<file path="config.mk">
export PLATFORM = sky130hd
export DESIGN_NAME = pinx_regbank
export DESIGN_NICKNAME = d
export VERILOG_FILES = /design/src/rtl/pinx_pkg.sv /design/src/rtl/pinx_sync.sv /design/src/rtl/pinx_cmd_ptr.sv /design/src/rtl/pinx_port_regs.sv /design/src/rtl/pinx_read_mux.sv /design/src/rtl/pinx_regbank.sv
export SDC_FILE = /design/constraint.sdc
export NUM_CORES = 1
export LEC_CHECK = 0
export ABC_AREA = 1
export BUFFER_PORTS_ARGS = -buffer_cell sky130_fd_sc_hd__buf_2
export CORE_MARGIN = 2
export CORE_UTILIZATION = 30
export DETAILED_ROUTE_END_ITERATION = 7
export PLACE_DENSITY = 0.44
export SLEW_MARGIN = 20
export SYNTH_ARGS = -nofsm -noshare
export SYNTH_HDL_FRONTEND = slang
export SYNTH_SLANG_ARGS = --single-unit
</file>
<file path="constraint.sdc">
create_clock -name clk -period 1.5 [get_ports clk]
set_input_delay 0.15 -clock clk [delete_from_list [all_inputs] [get_ports clk]]
set_output_delay 0.15 -clock clk [all_outputs]
set_load 0.01 [all_outputs]
</file>
<file path="src/rtl/pinx_pkg.sv">
package pinx_pkg;
    localparam int PORT_W  = 8;
    localparam int N_PORTS = 2;
    localparam int PIN_W   = PORT_W * N_PORTS;
    localparam int CMD_W   = 8;
    localparam int N_REGS  = 8;

    localparam logic [PORT_W-1:0] OUT_RST = '1;
    localparam logic [PORT_W-1:0] POL_RST = '0;
    localparam logic [PORT_W-1:0] CFG_RST = '1;

    typedef enum logic [1:0] {
        KIND_IN  = 2'd0,
        KIND_OUT = 2'd1,
        KIND_POL = 2'd2,
        KIND_CFG = 2'd3
    } reg_kind_e;

    typedef enum logic [1:0] {
        OP_NONE = 2'd0,
        OP_CMD  = 2'd1,
        OP_WR   = 2'd2,
        OP_RD   = 2'd3
    } host_op_e;

    typedef struct packed {
        logic      valid;
        reg_kind_e kind;
        logic      port;
    } reg_sel_t;

    typedef struct packed {
        logic [PORT_W-1:0] out_bits;
        logic [PORT_W-1:0] pol_bits;
        logic [PORT_W-1:0] cfg_bits;
    } port_regs_t;

    function automatic reg_sel_t decode_sel(input logic [CMD_W-1:0] cmd);
        reg_sel_t s;
        s.valid = (cmd < CMD_W'(N_REGS));
        s.kind  = reg_kind_e'(cmd[2:1]);
        s.port  = cmd[0];
        return s;
    endfunction

    function automatic host_op_e resolve_op(input logic c, input logic w, input logic r);
        if (c)      return OP_CMD;
        else if (w) return OP_WR;
        else if (r) return OP_RD;
        else        return OP_NONE;
    endfunction
endpackage

</file>
<file path="src/rtl/pinx_sync.sv">
module pinx_sync #(
    parameter int W = 16
) (
    input  logic         clk,
    input  logic         rst,
    input  logic [W-1:0] d,
    output logic [W-1:0] q
);
    logic [W-1:0] stage1;
    logic [W-1:0] stage2;

    always_ff @(posedge clk) begin
        if (rst) begin
            stage1 <= '0;
            stage2 <= '0;
        end else begin
            stage1 <= d;
            stage2 <= stage1;
        end
    end

    assign q = stage2;
endmodule

</file>
<file path="src/rtl/pinx_cmd_ptr.sv">
module pinx_cmd_ptr
    import pinx_pkg::*;
(
    input  logic             clk,
    input  logic             rst,
    input  host_op_e         op,
    input  logic [CMD_W-1:0] wdata,
    output logic [CMD_W-1:0] cmd_q,
    output reg_sel_t         sel
);
    logic [CMD_W-1:0] cmd_d;

    assign sel = decode_sel(cmd_q);

    always_comb begin
        cmd_d = cmd_q;
        unique case (op)
            OP_CMD:       cmd_d = wdata;
            OP_WR, OP_RD: if (sel.valid) cmd_d = {cmd_q[CMD_W-1:1], ~cmd_q[0]};
            default:      cmd_d = cmd_q;
        endcase
    end

    always_ff @(posedge clk) begin
        if (rst) cmd_q <= '0;
        else     cmd_q <= cmd_d;
    end
endmodule

</file>
<file path="src/rtl/pinx_port_regs.sv">
module pinx_port_regs
    import pinx_pkg::*;
#(
    parameter int PORT_IDX = 0
) (
    input  logic              clk,
    input  logic              rst,
    input  host_op_e          op,
    input  reg_sel_t          sel,
    input  logic [PORT_W-1:0] wdata,
    output port_regs_t        regs
);
    localparam logic MY_PORT = PORT_IDX[0];

    logic hit;
    assign hit = (op == OP_WR) && sel.valid && (sel.port == MY_PORT);

    always_ff @(posedge clk) begin
        if (rst) begin
            regs.out_bits <= OUT_RST;
            regs.pol_bits <= POL_RST;
            regs.cfg_bits <= CFG_RST;
        end else if (hit) begin
            unique case (sel.kind)
                KIND_OUT: regs.out_bits <= wdata;
                KIND_POL: regs.pol_bits <= wdata;
                KIND_CFG: regs.cfg_bits <= wdata;
                default:  ;
            endcase
        end
    end
endmodule

</file>
<file path="src/rtl/pinx_read_mux.sv">
module pinx_read_mux
    import pinx_pkg::*;
(
    input  logic                    clk,
    input  logic                    rst,
    input  host_op_e                op,
    input  reg_sel_t                sel,
    input  port_regs_t [N_PORTS-1:0] regs_all,
    input  logic [PIN_W-1:0]        pin_sync,
    output logic [PORT_W-1:0]       rdata
);
    port_regs_t        cur;
    logic [PORT_W-1:0] live;
    logic [PORT_W-1:0] byte_d;

    assign cur  = regs_all[sel.port];
    assign live = pin_sync[sel.port*PORT_W +: PORT_W] ^ cur.pol_bits;

    always_comb begin
        byte_d = '0;
        if (sel.valid) begin
            unique case (sel.kind)
                KIND_IN:  byte_d = live;
                KIND_OUT: byte_d = cur.out_bits;
                KIND_POL: byte_d = cur.pol_bits;
                KIND_CFG: byte_d = cur.cfg_bits;
            endcase
        end
    end

    always_ff @(posedge clk) begin
        if (rst)               rdata <= '0;
        else if (op == OP_RD)  rdata <= byte_d;
    end
endmodule

</file>
<file path="src/rtl/pinx_regbank.sv">
module pinx_regbank
    import pinx_pkg::*;
(
    input  logic              clk,
    input  logic              rst,
    input  logic              cmd_wr,
    input  logic              host_wr,
    input  logic              host_rd,
    input  logic [CMD_W-1:0]  host_wdata,
    output logic [PORT_W-1:0] host_rdata,
    input  logic [PIN_W-1:0]  pin_in,
    output logic [PIN_W-1:0]  pin_out,
    output logic [PIN_W-1:0]  pin_oe
);
    host_op_e                 op;
    reg_sel_t                 sel;
    logic [CMD_W-1:0]         cur_cmd;
    logic [PIN_W-1:0]         pin_sync;
    port_regs_t [N_PORTS-1:0] regs_all;

    assign op = resolve_op(cmd_wr, host_wr, host_rd);

    pinx_sync #(.W(PIN_W)) u_sync (
        .clk (clk),
        .rst (rst),
        .d   (pin_in),
        .q   (pin_sync)
    );

    pinx_cmd_ptr u_ptr (
        .clk   (clk),
        .rst   (rst),
        .op    (op),
        .wdata (host_wdata),
        .cmd_q (cur_cmd),
        .sel   (sel)
    );

    for (genvar p = 0; p < N_PORTS; p++) begin : g_port
        pinx_port_regs #(.PORT_IDX(p)) u_regs (
            .clk   (clk),
            .rst   (rst),
            .op    (op),
            .sel   (sel),
            .wdata (host_wdata[PORT_W-1:0]),
            .regs  (regs_all[p])
        );
        assign pin_out[p*PORT_W +: PORT_W] = regs_all[p].out_bits;
        assign pin_oe[p*PORT_W +: PORT_W]  = ~regs_all[p].cfg_bits;
    end

    pinx_read_mux u_rmux (
        .clk      (clk),
        .rst      (rst),
        .op       (op),
        .sel      (sel),
        .regs_all (regs_all),
        .pin_sync (pin_sync),
        .rdata    (host_rdata)
    );
endmodule

</file>
==> metrics.txt <==
number of max-cap violations 0; DRC Markers 0; Clock Path Buffers 2; area fraction of the dominant cell type after synthesis 41.16%; CTS sink count 96; Yosys warning count 0; count of mapped cells out of synthesis 701; number of search-and-repair iterations in the first detailed-routing pass 4; Crit. End Element register; via count of the routed design 4420; global routing met2 resource utilization 27.58%; kind of path behind the tightest hold check input pin to register; Required @ worst endpoint 1730 ps; vias in the first global route 4065; slowest CP cell dfxtp_2; cell with the most instances after synthesis nand2_1; Inserted Clock Buffers 9; most heavily used metal layer in global routing met2; count of final setup violators 0; antenna diode count 0; setup TNS after final layout 0 ps; First DRT Iteration DRCs 234; antenna-violating nets left 0; Die Outline Area 0.01658 mm^2; synthesis-to-layout area growth 24.81%; number of rows in the core area 45; Startpoint Class register; part of the total power dissipated in combinational logic 14.2%; share of synthesized registers carrying an async set or reset 0%; worst setup slack after layout 4.240 ps; Pwr Total 5889 uW; internal power 4283 uW; Post-Syn Nets 730; number of max-slew violations in the final report 0; cell area after synthesis 0.004669 mm^2; fraction of final layout cells sized beyond drive strength 1 21.92%; Synth top cells by count 255 x nand2_1, 96 x dfxtp_1, 86 x inv_1; Core ar. 0.01520 mm^2; overall track demand over capacity in global routing 16.41%; Final Skew 12.85 ps; run status complete, no violations; Placement Setup Slack -28.38 ps; CP cell instances nor3_4 -> nand2_2 -> nor2_8 -> buf_6 -> buf_12 -> nand3_4 -> nand2_2 -> nand3_2; clk slew on worst S/H paths 70 ps; area of placed instances 0.005125 mm^2; aggregate routed wire length 13770 um; final number of hold-violating endpoints 0; number of distinct standard cells referenced by the synthesized netlist 24; clock latency reported for the late side of the worst-skew pair 350 ps; Via density 4.566; dpl hpwl 9310 um; Max VDD drop 0.4966 mV; met1 Usage GRT 20.65%; most used cell, CP nand2_2; type of the setup path with the least slack register to register; # port buffers 68; root buffer cell clkbuf_16; initial antenna violation count 0; top cells by area in the synthesized netlist dfxtp_1 41%, nand2_1 20%, inv_1 6.9%; average cell area after synthesis 6.661 um^2; predominant post-synthesis flop cell dfxtp_1; fraction of power spent switching nets 27.27%; Final min period 1496 ps; Slew Limit Headroom 71.17%; weighted congestion at the end of routability-driven global placement 0.8218; power density over the cells 1010 mW/mm^2; sequential-to-total area share from yosys stat 41.16%; cell accounting for the most synthesized area dfxtp_1; number of nets in the final layout 804; switching power summed over all nets 1606 uW; number of inserted filler cells in the final layout 1620; fraction of power consumed by sequential logic 45.2%; total of flip-flops plus latches after synthesis 96; global-route wire length before repair 20860 um; CTS H-tree depth 3; number of top-level pins 69; number of synthesized flops with an enable pin 0; Max FO, Critical Path 8; Final Cycle Share 99.72%; share of total power in the clock network 40.6%; largest net degree at the start of global routing 55; total congestion overflow 0; critical path arrival 1730 ps; static leakage 0.003046 uW; maximum clock frequency 668.6 MHz; initial cell density of the core 30.72%; routed length per instance 14.23 um; met3 Use GR 2.786%; TritonCTS clock tree yes; RSZ-0062 raised after global routing true; Die Span Y 128.8 um; width of the chip 128.8 um; Max stage delay on crit path 340 ps; worst-margin pin slew 432.4 ps; post-route design area 0.005828 mm^2
-- what timing repair did --
| item | 4_1_cts | 5_1_grt |
|---|---|---|
| setup buffers | 0 | 10 |
| endpoints found under the hold margin | 12 | 0 |
| gates cloned | 0 | 3 |
| gates resized for setup | 1 | 41 |
| hold buffers | 12 | 0 |
| pin swaps | 0 | 12 |
| setup endpoints to repair | 4 | 56 |
-- power by group through the flow --
stage,registers [uW],logic (uW),clock network (uW)
2_1_floorplan,2700,482,0
3_3_place_gp,2710,731,0
3_5_place_dp,2710,734,0
4_1_cts,2660,762,2460
5_1_grt,2670,924,2560
6_report,2660,834,2390
-- state kept, by name, summed over array words and instances (netlist names) --
name / cells
g_port.u_regs.regs: 48
u_sync.stage1: 16
u_sync.q: 16
u_rmux.rdata: 8
u_ptr.cmd_q: 8
-- routing by layer --
layer / share of wire, % / wire, um
met5: 0 / 0
met4: 2.4 / 337
met3: 4.4 / 609
met2: 47 / 6518
met1: 46 / 6305
-- path summary, 6_finish.rpt --
check / cells past startpoint / from / slack (ps) / endpoint
max: 8 / u_ptr.cmd_q[7] / 4 / g_port[0].u_regs.regs[23]
min: 3 / pin_in[6] / 10 / u_sync.stage1[6]
min reg2reg: 2 / u_sync.stage1[0] / 400 / u_sync.q[0]
max reg2reg: 8 / u_ptr.cmd_q[7] / 4 / g_port[0].u_regs.regs[23]
-- critical path, delay by kind of cell, from the launching register on --
family                 cells  cell delay (ps)
flip-flops                 1              340
AND/OR/NAND/NOR            6              770
buffers and inverters      2              260
-- stage by stage --
step                      hold slack, ps  instances  util [%]
after CTS                         0.1951        955     36.55
after global placement             350.0        927     33.71
after detailed placement           357.1        927     33.71
after floorplan                    257.0        701         -
after global routing               2.020        968     38.34
final                              9.870        968     38.34
-- placed cells by master, fill, tap and decap left out, drive strengths merged, types with 12 or more instances in the layout --
| cell | n |
|---|---|
| nand3 | 58 |
| nand2 | 256 |
| nand4 | 35 |
| clkbuf | 13 |
| o21ai | 14 |
| nor2 | 83 |
| a21oi | 13 |
| buf | 100 |
| inv | 94 |
| dlygate4sd3 | 12 |
| dfxtp | 96 |
-- cell type report --
type	count	area, um^2	share of cell area, %
well taps	188	235.2	4.036
flip-flops and latches	96	1926	33.04
inverters	92	352.8	6.054
clock inverters	5	63.81	1.095
repair buffers	114	844.6	14.49
multi-input cells	462	2163	37.12
clock buffers	11	242.7	4.165
-- cell families (layout without fill, tap and decap cells) --
logic type             after synthesis  in the layout  share of synthesized area, %
and+or+nand+nor                    433            434                         40.89
buffers and inverters              144            222                         14.93
DFF                                 96             96                         41.16
AOI/OAI and AO/OA                   28             28                         3.028
(Power assumes the default switching activity.)
